==> src/rtl/xft_pkg.sv <==
package xft_pkg;
    typedef enum logic [1:0] {
        FL_NORMAL    = 2'b00,
        FL_HALT_PEND = 2'b01,
        FL_REENABLED = 2'b10,
        FL_HALTED    = 2'b11
    } flow_e;

    typedef enum logic [1:0] {
        PD_IDLE = 2'b00,
        PD_WAIT = 2'b01,
        PD_XOFF = 2'b10,
        PD_XON  = 2'b11
    } pend_e;

    typedef struct packed {
        logic seen_xon;
        logic seen_xoff;
    } rxdet_st_t;

    typedef struct packed {
        flow_e flow;
    } txflow_st_t;

    typedef struct packed {
        pend_e      pend;
        logic [1:0] sent;
    } sender_st_t;
endpackage

==> src/rtl/xft_rxdet.sv <==
module xft_rxdet
    import xft_pkg::*;
#(
    parameter int CHAR_W = 8
) (
    input  logic              clk,
    input  logic              rst_n,
    input  logic              rx_valid,
    input  logic [CHAR_W-1:0] rx_data,
    input  logic [CHAR_W-1:0] xon_pat,
    input  logic [CHAR_W-1:0] xoff_pat,
    input  logic              st_rd,
    output logic              hit_xon,
    output logic              hit_xoff,
    output logic [1:0]        seen
);
    rxdet_st_t st_d, st_q;

    always_comb begin
        hit_xon  = rx_valid && (rx_data == xon_pat);
        hit_xoff = rx_valid && (rx_data == xoff_pat);
        st_d = st_q;
        if (st_rd) begin
            st_d = '0;
        end
        if (hit_xon) begin
            st_d.seen_xon = 1'b1;
        end
        if (hit_xoff) begin
            st_d.seen_xoff = 1'b1;
        end
    end

    always_ff @(posedge clk or negedge rst_n) begin
        if (!rst_n) begin
            st_q <= '0;
        end else begin
            st_q <= st_d;
        end
    end

    assign seen = {st_q.seen_xon, st_q.seen_xoff};
endmodule

==> src/rtl/xft_txflow.sv <==
module xft_txflow
    import xft_pkg::*;
(
    input  logic       clk,
    input  logic       rst_n,
    input  logic       en,
    input  logic       hit_xon,
    input  logic       hit_xoff,
    input  logic       char_done,
    input  logic       st_rd,
    output logic [1:0] flow,
    output logic       halt
);
    txflow_st_t st_d, st_q;

    always_comb begin
        st_d = st_q;
        if (!en) begin
            st_d.flow = FL_NORMAL;
        end else begin
            unique case (st_q.flow)
                FL_NORMAL: begin
                    if (hit_xoff) begin
                        st_d.flow = FL_HALT_PEND;
                    end
                end
                FL_HALT_PEND: begin
                    if (hit_xoff) begin
                        st_d.flow = char_done ? FL_HALTED : FL_HALT_PEND;
                    end else if (hit_xon) begin
                        st_d.flow = FL_NORMAL;
                    end else if (char_done) begin
                        st_d.flow = FL_HALTED;
                    end
                end
                FL_HALTED: begin
                    if (hit_xon && !hit_xoff) begin
                        st_d.flow = FL_REENABLED;
                    end
                end
                FL_REENABLED: begin
                    if (hit_xoff) begin
                        st_d.flow = FL_HALT_PEND;
                    end else if (st_rd) begin
                        st_d.flow = FL_NORMAL;
                    end
                end
                default: st_d.flow = FL_NORMAL;
            endcase
        end
    end

    always_ff @(posedge clk or negedge rst_n) begin
        if (!rst_n) begin
            st_q <= '{flow: FL_NORMAL};
        end else begin
            st_q <= st_d;
        end
    end

    assign flow = st_q.flow;
    assign halt = (st_q.flow == FL_HALTED);
endmodule

==> src/rtl/xft_sender.sv <==
module xft_sender
    import xft_pkg::*;
(
    input  logic       clk,
    input  logic       rst_n,
    input  logic       en,
    input  logic       req_xon,
    input  logic       req_xoff,
    input  logic       xc_done,
    input  logic       bit_tick,
    input  logic       fifo_empty,
    input  logic       st_rd,
    output logic [1:0] pend,
    output logic [1:0] sent,
    output logic       send_xon,
    output logic       send_xoff
);
    sender_st_t st_d, st_q;
    logic       pending_q;

    assign pending_q = (st_q.pend == PD_XON) || (st_q.pend == PD_XOFF);

    always_comb begin
        st_d = st_q;
        if (!en) begin
            st_d.pend = PD_IDLE;
            st_d.sent = '0;
        end else begin
            if (st_rd) begin
                st_d.sent = '0;
            end
            if (xc_done && pending_q) begin
                st_d.sent = st_d.sent | ((st_q.pend == PD_XON) ? 2'b01 : 2'b10);
                st_d.pend = PD_WAIT;
            end else if ((st_q.pend == PD_WAIT) && bit_tick && !fifo_empty) begin
                st_d.pend = PD_IDLE;
            end
            if (req_xoff) begin
                st_d.pend = PD_XOFF;
            end else if (req_xon) begin
                st_d.pend = PD_XON;
            end
        end
    end

    always_ff @(posedge clk or negedge rst_n) begin
        if (!rst_n) begin
            st_q <= '{pend: PD_IDLE, sent: 2'b00};
        end else begin
            st_q <= st_d;
        end
    end

    assign pend      = en ? st_q.pend : 2'b00;
    assign sent      = en ? st_q.sent : 2'b00;
    assign send_xon  = en && (st_q.pend == PD_XON);
    assign send_xoff = en && (st_q.pend == PD_XOFF);
endmodule

==> src/rtl/xflow_tracker.sv <==
module xflow_tracker #(
    parameter int CHAR_W = 8
) (
    input  logic              clk,
    input  logic              rst_n,
    input  logic [CHAR_W-1:0] xon_pat,
    input  logic [CHAR_W-1:0] xoff_pat,
    input  logic              rx_valid,
    input  logic [CHAR_W-1:0] rx_data,
    input  logic              tx_char_done,
    input  logic              bit_tick,
    input  logic              txfifo_empty,
    input  logic              tx_flow_en,
    input  logic              rx_auto_en,
    input  logic              auto_xon_req,
    input  logic              auto_xoff_req,
    input  logic              xc_done,
    input  logic              st_rd,
    output logic              tx_halt,
    output logic              send_xon,
    output logic              send_xoff,
    output logic [7:0]        status
);
    logic       hit_xon, hit_xoff;
    logic [1:0] seen, flow, pend, sent;

    xft_rxdet #(.CHAR_W(CHAR_W)) u_rxdet (
        .clk      (clk),
        .rst_n    (rst_n),
        .rx_valid (rx_valid),
        .rx_data  (rx_data),
        .xon_pat  (xon_pat),
        .xoff_pat (xoff_pat),
        .st_rd    (st_rd),
        .hit_xon  (hit_xon),
        .hit_xoff (hit_xoff),
        .seen     (seen)
    );

    xft_txflow u_txflow (
        .clk       (clk),
        .rst_n     (rst_n),
        .en        (tx_flow_en),
        .hit_xon   (hit_xon),
        .hit_xoff  (hit_xoff),
        .char_done (tx_char_done),
        .st_rd     (st_rd),
        .flow      (flow),
        .halt      (tx_halt)
    );

    xft_sender u_sender (
        .clk        (clk),
        .rst_n      (rst_n),
        .en         (rx_auto_en),
        .req_xon    (auto_xon_req),
        .req_xoff   (auto_xoff_req),
        .xc_done    (xc_done),
        .bit_tick   (bit_tick),
        .fifo_empty (txfifo_empty),
        .st_rd      (st_rd),
        .pend       (pend),
        .sent       (sent),
        .send_xon   (send_xon),
        .send_xoff  (send_xoff)
    );

    assign status = {seen, sent, flow, pend};
endmodule

==> config.mk <==
export PLATFORM = sky130hd
export DESIGN_NAME = xflow_tracker
export DESIGN_NICKNAME = d
export VERILOG_FILES = /design/src/rtl/xft_pkg.sv /design/src/rtl/xft_rxdet.sv /design/src/rtl/xft_txflow.sv /design/src/rtl/xft_sender.sv /design/src/rtl/xflow_tracker.sv
export SDC_FILE = /design/constraint.sdc
export NUM_CORES = 1
export LEC_CHECK = 0
export CAP_MARGIN = 20
export CORE_MARGIN = 1.5
export CORE_UTILIZATION = 38
export DETAILED_ROUTE_END_ITERATION = 8
export DONT_BUFFER_PORTS = 1
export HOLD_SLACK_MARGIN = 0.03
export PLACE_DENSITY = 0.51
export SLEW_MARGIN = 40
export SYNTH_ARGS = -nofsm -noshare
export SYNTH_HDL_FRONTEND = slang
export SYNTH_HIERARCHICAL = 1
export SYNTH_SLANG_ARGS = --single-unit
export TNS_END_PERCENT = 100
==> constraint.sdc <==
create_clock -name clk -period 0.95 [get_ports clk]
set_clock_uncertainty 0.15 [all_clocks]
set_input_delay 0.19 -clock clk [delete_from_list [all_inputs] [get_ports clk]]
set_output_delay 0.19 -clock clk [all_outputs]
set_load 0.01 [all_outputs]
==> results.py <==
metrics = {
    "floorplan": {
        "die-area_um2": 1770,
        "start_util_pct": 42.5,
        "die-height_um": 42.1,
        "ioPinCount": 47,
        "fp.dieW_um": 42.1,
        "std_cell_rows": 13,
        "core-area_um2": 1370,
    },
    "placement": {
        "pre_cts_ws_ns": -0.332,
        "gp_congestion": 0.703,
        "port_buffers": 0,
        "dp_hpwl_um": 1060,
    },
    "critical_path": {
        "crit_required_ns": 0.61,
        "worstPathMaxFanout": 4,
        "worst_setup_path_start_kind": "register",
        "critPathCaptureType": "primary output",
        "arrival_ns": 0.95,
        "worstSetupPathType": "reg -> out",
    },
    "timing": {
        "relSlewSlack_pct": 75.7,
        "min_period_ns": 1.29,
        "setup_slack_ns": -0.339,
        "final-hold-violation-count": 2,
        "finalSetupViolCount": 16,
        "worst_pin_slew_ns": 0.363,
        "maxSlewViolCount": 0,
        "fin_worst_hold_slack_ns": -0.140,
        "rsz0062_at_grt": "true",
        "post-route-period-util_pct": 136,
        "tns_ns": -2.96,
        "fmax_mhz": 776,
    },
    "yosys": {
        "yosys_warnings": 6,
        "synth_nets": 95,
        "ys_ff_latch": 8,
        "synth-compound-area-share_pct": 14.0,
        "muxShareOfSynthArea_pct": 0,
        "ys_types": 20,
        "synth_cells": 59,
        "yosysSeqAreaShare_pct": 34.5,
        "synthAdderAreaFrac_pct": 0,
        "netlist_area_um2": 581,
        "syn_area_per_cell_um2": 9.84,
        "synth-xor-area-share_pct": 24.1,
        "synthSimpleGateAreaFrac_pct": 25.4,
        "synth_top_family_by_area": "simple AND/OR/NAND/NOR gates",
    },
    "final_layout": {
        "final_cell_mix": "13 x xnor2_1, 8 x dfrtp_1, 5 x buf_4, 5 x and2_4",
        "areaGrowthSynthToFinish_pct": 49.4,
        "final_core_utilization_pct": 63.5,
        "final_common_cell": "xnor2_1",
        "layout.nets": 115,
        "drive_gt1_share_pct": 40.3,
        "n_antenna_cell": 0,
    },
    "routing": {
        "dr.pass1.iters": 1,
        "num_vias": 527,
        "wl_per_cell_um": 14.0,
        "drc": 0,
        "ant_nets": 0,
        "via_per_inst": 5.73,
        "routed_wirelength_um": 1290,
        "drt_iter0_markers": 0,
    },
    "worst_hold_path": {
        "hold_path.class": "in -> reg",
    },
    "global_routing": {
        "grt_usage_pct": 15.2,
        "antenna_found_initial": 0,
        "grt_pass1_vias": 548,
        "grt_first_pass_wirelength_um": 2130,
        "grt.overflow.total": 0,
        "grt_max_degree": 9,
    },
    "flow_run": {
        "drv_cap": 0,
    },
    "clock_tree": {
        "hold_buffers": 6,
        "cts_root_buf": "clkbuf_4",
        "cts.sinks": 8,
        "path_clk_slew_ns": 0.05,
        "cts_tree": "yes",
        "clock_latency_ns": 0.24,
        "clk_path_buf_depth": 2,
        "cts_made_buffers": 3,
        "htreeDepth": 1,
    },
    "outcome": {
        "status": "complete, but fails checks",
        "failed_checks": "negative hold slack, negative setup slack",
    },
    "power": {
        "irDropWorstVdd_v": 0.000514,
        "p_leak_nw": 0.372,
        "total_power_uw": 804,
        "power.density_nw_per_um2": 928,
    },
}
## registers in the layout (all words and copies together) (netlist names)
| name | cells |
|---|---|
| u_sender/st_q | 4 |
| u_rxdet/seen | 2 |
| u_txflow/flow | 2 |
## final cells by class
class	instances	area, um2
Fill cell	121	499
Multi-Input combinational cell	48	467
Sequential cell	8	200
Timing Repair Buffer	15	148
Clock buffer	3	22.5
Tap cell	15	18.8
Inverter	3	11.3
## power breakdown
group / internal, mW / switching [mW] / leakage, nW / total, mW
Clock: 0.144 / 0.103 / 0.0138 / 0.247
Sequential: 0.350 / 0.00741 / 0.109 / 0.358
Combinational: 0.124 / 0.0758 / 0.249 / 0.200
## final timing paths
kind | from | endpoint | slack (ns) | cells after the start
worst max-delay path | u_sender/st_q[3]$_DFFE_PN0P_ | status[1] | -0.34 | 2
worst min-delay path | auto_xoff_req | u_sender/st_q[2]$_DFFE_PN0P_ | -0.14 | 1
worst max register to register | u_sender/st_q[3]$_DFFE_PN0P_ | u_sender/st_q[3]$_DFFE_PN0P_ | -0.24 | 3
worst min register to register | u_sender/st_q[1]$_DFF_PN0_ | u_sender/st_q[1]$_DFF_PN0_ | 0.46 | 2
max in group asynchronous | rst_n | u_sender/st_q[3]$_DFFE_PN0P_ | 0.24 | 1
min in group asynchronous | rst_n | u_txflow/flow[0]$_DFFE_PN0P_ | 0.14 | 1
## repair_timing
| item | CTS | global route |
|---|---|---|
| gates resized for setup | 12 | 6 |
| buffers inserted | 3 | 1 |
| cloned | 0 | 0 |
| pin swaps | 3 | 3 |
| hold endpoints to repair | 16 | 4 |
| setup endpoints to repair | 17 | 19 |
## per-layer routing
layer / GRT usage (%) / wire length [um] / up-vias
met3: 4.74 / 143 / 0
met5: 0 / 0 / -
met1: 17.4 / 474 / 244
li1: - / - / 246
met4: 3.75 / 0 / 0
met2: 27.5 / 667 / 37
## metrics by stage
step,std cells,area (um2)
2_1_floorplan,59,623
3_3_place_gp,79,679
4_1_cts,91,836
5_1_grt,92,867
6_report,92,867
3_5_place_dp,79,679
## cell usage after synthesis, drive strengths merged
cell type | number | area share [%]
o2bb2ai | 1 | 1.5
xnor2 | 16 | 24
o32ai | 2 | 3.0
nor4b | 2 | 5.2
nand3 | 4 | 3.4
and2b | 1 | 1.3
and2 | 5 | 5.4
o21a | 1 | 1.3
and3 | 1 | 1.1
nor3 | 2 | 1.7
nand2 | 3 | 1.9
nor2b | 3 | 3.2
inv | 3 | 1.9
nand4 | 2 | 2.2
a22o | 1 | 1.5
o22ai | 1 | 2.2
dfrtp | 8 | 34
a211oi | 1 | 1.3
o31a | 1 | 1.5
o21ba | 1 | 1.7
## worst max-delay path, stage by stage, from the launching register on
cell	delay, ns
dfrtp_1	0.40
and2_4	0.17
buf_4	0.13
## kinds of logic after synthesis
logic type,after synthesis
AO/OA/AOI/OAI,9
XOR/XNOR,16
buffers and inverters,3
flip-flops,8
AND/OR/NAND/NOR,23
Note: power is estimated with default switching activity, not from simulation.
